File: src/rtl/err_autorange.sv
module err_autorange #(
  parameter int RAW_W  = 6,
  parameter int REF_W  = 10,
  parameter int DITH_W = 4,
  localparam int WORD_W = REF_W + 2
) (
  input  logic                     clk,
  input  logic                     rst_n,
  input  logic                     sample_req,
  input  logic [RAW_W-1:0]         raw_code,
  input  logic                     auto_en,
  input  logic                     gain_wr,
  input  logic [1:0]               gain_wdata,
  input  logic                     invert,
  input  logic                     abs_mode,
  input  logic [REF_W-1:0]         ref_int,
  input  logic [DITH_W-1:0]        ref_frac,
  output logic signed [WORD_W-1:0] err_word,
  output logic                     err_valid,
  output logic [1:0]               gain_cur
);

  localparam logic [RAW_W-1:0] CODE_MIN = {1'b1, {(RAW_W-1){1'b0}}};
  localparam logic [RAW_W-1:0] CODE_MAX = {1'b0, {(RAW_W-1){1'b1}}};
  localparam logic [RAW_W-1:0] HALF_NEG = {2'b11, {(RAW_W-2){1'b0}}};

  logic signed [WORD_W-1:0] raw_x, scaled, signed_err, setpt_x, result;
  logic [DITH_W-1:0] phase, phase_rev;
  logic [REF_W:0]    setpt;
  logic              bump, at_edge, is_small;
  logic [1:0]        gain_auto;

  assign raw_x      = {{(WORD_W-RAW_W){raw_code[RAW_W-1]}}, raw_code};
  assign scaled     = raw_x <<< (2'd3 - gain_cur);
  assign signed_err = invert ? -scaled : scaled;

  for (genvar i = 0; i < DITH_W; i++) begin : g_rev
    assign phase_rev[i] = phase[DITH_W-1-i];
  end

  assign bump    = phase_rev < ref_frac;
  assign setpt   = {1'b0, ref_int} + {{REF_W{1'b0}}, bump};
  assign setpt_x = {{(WORD_W-REF_W-1){1'b0}}, setpt};
  assign result  = abs_mode ? signed_err + setpt_x : signed_err;

  assign at_edge  = (raw_code == CODE_MIN) || (raw_code == CODE_MAX);
  assign is_small = (raw_code[RAW_W-1] == raw_code[RAW_W-2]) && (raw_code != HALF_NEG);

  always_comb begin
    gain_auto = gain_cur;
    if (at_edge && gain_cur != 2'd0)
      gain_auto = gain_cur - 2'd1;
    else if (is_small && gain_cur != 2'd3)
      gain_auto = gain_cur + 2'd1;
  end

  always_ff @(posedge clk) begin
    if (!rst_n) begin
      err_word  <= '0;
      err_valid <= 1'b0;
      gain_cur  <= 2'd0;
      phase     <= '0;
    end else begin
      err_valid <= sample_req;
      if (sample_req) begin
        err_word <= result;
        phase    <= phase + 1'b1;
        if (auto_en) gain_cur <= gain_auto;
      end
      if (gain_wr) gain_cur <= gain_wdata;
    end
  end

endmodule

File: config.mk
export PLATFORM = sky130hd
export DESIGN_NAME = err_autorange
export DESIGN_NICKNAME = d
export VERILOG_FILES = /design/src/rtl/err_autorange.sv
export SDC_FILE = /design/constraint.sdc
export NUM_CORES = 1
export LEC_CHECK = 0
export ABC_AREA = 1
export BUFFER_PORTS_ARGS = -buffer_cell sky130_fd_sc_hd__buf_2
export CAP_MARGIN = 20
export CORE_MARGIN = 10
export CORE_UTILIZATION = 62
export CTS_BUF_LIST = sky130_fd_sc_hd__clkbuf_8
export DETAILED_ROUTE_END_ITERATION = 10
export PLACE_DENSITY = 0.95
export SETUP_SLACK_MARGIN = 0.3
export SLEW_MARGIN = 40
export SYNTH_ARGS = -nofsm -noshare
export SYNTH_HDL_FRONTEND = slang
export SYNTH_SLANG_ARGS = --single-unit
File: constraint.sdc
create_clock -name clk -period 5.26 [get_ports clk]
set_input_delay 1.052 -clock clk [delete_from_list [all_inputs] [get_ports clk]]
set_output_delay 1.052 -clock clk [all_outputs]
set_load 0.01 [all_outputs]
==> results.md <==
- Status: complete, no violations
- Share of the synthesized area in the top cell type: around 17%
- Dpl cell area: ~0.0025 mm^2
- Gp weighted congestion: between 0.9 and 1
- # clock sinks: 19
- CP Data Arrival Time: 4.09 ns
- Clock Path Buffers: 2
- Worst EP required: around 5.5 ns
- Post-CTS Hold Buffers: 0
- Vias post-DR: 2487
- Post-cts resize count: 0
- Max frequency: between 0.2 and 0.3 GHz
- Die W: around 80 um
- Area delta synth->final: 11.32%
- Std cell rows: 21
- HP Start: err_word[9]
- Top post-synthesis cells by area: dfxtp_1 (17%), nand2_1 (17%), ha_1 (12%)
- Endpoints failing setup: 0
- CTS tree: built
- CTS root buf: clkbuf_8
- Post-synthesis sequential area ratio: between 10% and 20%
- Leakage power: 1.445 nW
- # port buffers: 43
- Clk_skew: between 0.0008 and 0.0009 ns
- Detailed placement HPWL: slightly below 5 mm
- Crit path kind: primary input to flip-flop
- Drt drc: 0
- Post-synth top cells: nand2_1 (101), inv_1 (49), nand3_1 (38)
- Power Density: 228.7 mW/mm^2
- Share of post-route cells with drive strength above 1: between 10% and 20%
- H-tree levels: 1
- Yosys top cell by area: dfxtp_1
- R2R Path End: err_word[7]
- Fin nets: ~470
- Worst setup path endpoint: err_word[7]
- Cell variety after synth: 32
- HP Class: flip-flop to flip-flop
- Clk pin slew, worst setup/hold paths: ~0.070 ns
- Clock Power Share: a little under a fifth
- RSZ-0062 raised after global routing: no
- Largest net degree at the start of global routing: 28
- Clk_lat worst skew: around 0.26 ns
- Synthesized area per cell: 5.981 um^2
- Grt ovf: 0
- Post-CTS Setup Bufs: 0
- Comb power frac: a little over half
- Footprint of the multi-input gates: between 0.0015 and 0.002 mm^2
- Antenna violations before repair: 0
- Starting DRT DRC Count: between 150 and 200
- GRT Overall Usage: 17.67%
- Vias per cell: roughly 5.4
- Share of total power in sequential cells: between 20% and 30%
- Post-route ant nets: 0
- Starting density of the core: 66.01%
- Core area: between 0.003 and 0.004 mm^2
- Asr flop ratio synth: 0%
- Cells after Synth: 377
- Top-count cell post-synth: nand2_1
- Switching pwr: around 0.25 mW
- Sequential cell area: 380.4 um^2
- R2R depth: 18
- Min cycle time layout: 3.879 ns
- Crit. End Element: flip-flop
- Final hold violations: 0
- Avg WL per Cell: 12.66 um
- Number of global-route vias before repair: roughly 2300
- Cell area after synthesis: about 0.0023 mm^2
- Worst setup SP type: primary input
- Critical Path Start: ref_frac[3]
- Maxcap violations: 0
- Syn nets: around 430
- Fin Setup TNS: 0 ns
- Cts bufs inserted: 3
- Worst slew margin: between 60% and 70%
- EDFF count, synth: 0
- RR Startpoint: phase[2]
- Sw frac: 44.06%
- Synth Warn #: 0
- Die H: around 80 um
- Filler cells: around 280
- WL final: 5.836 mm
- Final worst-path cycle share: about three quarters
- Fin area: 0.002510 mm^2
- Worst-margin pin slew: between 0.5 and 0.6 ns
- Slew Limit Fails: 0
- Flop2flop setup slack: 1.92 ns
- Peak supply drop: between 0.2 and 0.25 mV
- Antenna fix cells: 0
- Critical-path maximum fanout: 5
- Pre-Repair DR Iteration Count: 5
- Main synth FF type: dfxtp_1
- Global-route wire length before repair: ~9.6 mm
- Die area: approximately 0.0064 mm^2
- #FFs+latches synth: 19
- Internal: 0.3211 mW
- # IOs: 44
power groups by stage:
stage | registers (mW) | logic (mW) | clock network [mW]
finish | 0.168 | 0.302 | 0.104
CTS | 0.168 | 0.299 | 0.104
global placement | 0.170 | 0.289 | 0
global route | 0.170 | 0.343 | 0.109
detailed placement | 0.171 | 0.296 | 0
floorplan | 0.172 | 0.223 | 0
cells by family (layout without fill, tap and decap cells):
group / count (synthesis) / count (layout) / share of synthesized area (%)
and+or+nand+nor: 209 / 209 / 41.45
buffers and inverters: 64 / 102 / 12.21
AOI/OAI and AO/OA: 52 / 52 / 12.32
adders and majority gates: 22 / 22 / 12.54
DFF: 19 / 19 / 16.87
xor gates and xnor gates: 11 / 11 / 4.606
worst max-delay path: stages:
cell and delay (ns):
buf_2 0.07, inv_1 0.03, ha_1 0.30, a21oi_1 0.17, o21a_1 0.17, ha_1 0.20, ha_1 0.19, nand2_1 0.08
nor3_1 0.35, or2_2 0.18, inv_1 0.03, ha_1 0.32, a21oi_1 0.20, o21ai_0 0.14, a21oi_1 0.17, xnor2_1 0.15
nand2_1 0.08, nand3_1 0.09, nand2_1 0.05, inv_1 0.04
placed cells by master (no fill, tap or decap):
cell        n
a21boi_0    1
a21o_1      1
a21oi_1    25
a31oi_1     4
and2_1      1
buf_2      43
clkbuf_8    3
clkinv_1    1
clkinv_2    1
dfxtp_1    19
fa_1        1
ha_1       21
inv_1      49
inv_2       4
inv_6       1
nand2_1   101
nand2_2    18
nand2_4     1
nand3_1    38
nand3_2     3
nand4_1     7
nor2_1     33
nor3_1      5
o211ai_1    1
o21a_1      1
o21ai_0    18
o21bai_1    1
or2_2       2
xnor2_1     3
xor2_1      7
xor2_2      1
how the worst min path moves through the flow:
stage | endpoint | slack (ns) | depth (start not counted)
CTS | err_word[9] | 0.48 | 2
global route | err_word[9] | 0.52 | 2
floorplan | phase[3] | 0.49 | 2
detailed placement | err_word[9] | 0.47 | 2
global placement | err_word[8] | 0.46 | 2
finish | err_word[9] | 0.48 | 2
per-stage QoR:
stage          setup WS (ns)  util [%]  instances  hold WS, ns  power, mW
2_1_floorplan          1.612         -        377       0.4861     0.3952
3_3_place_gp           1.270     72.12        457       0.4638     0.4594
3_5_place_dp           1.161     72.12        457       0.4674     0.4673
4_1_cts                1.402     73.48        461       0.4837     0.5709
5_1_grt                1.120     73.48        461       0.5169     0.6216
6_report               1.381     73.48        461       0.4836     0.5740
layout make-up:
class	instances	area share, %
Tap cell	46	2.293
Sequential cell	19	15.15
Timing Repair Buffer	43	8.574
Clock buffer	3	1.645
Inverter	55	8.425
Multi-Input combinational cell	294	63.71
Clock inverter	1	0.1994
flip-flops by register name (all words and copies together) (netlist names):
signal	cells
err_word	12
gain_cur	2
err_valid	1
phase	4
per-layer routing:
metal  track usage (%)  wire length, um
met5                 0                0
met1             22.39             2635
met3             3.229              457
met4             3.873               38
met2             30.10             2705
(Power assumes the default switching activity.)
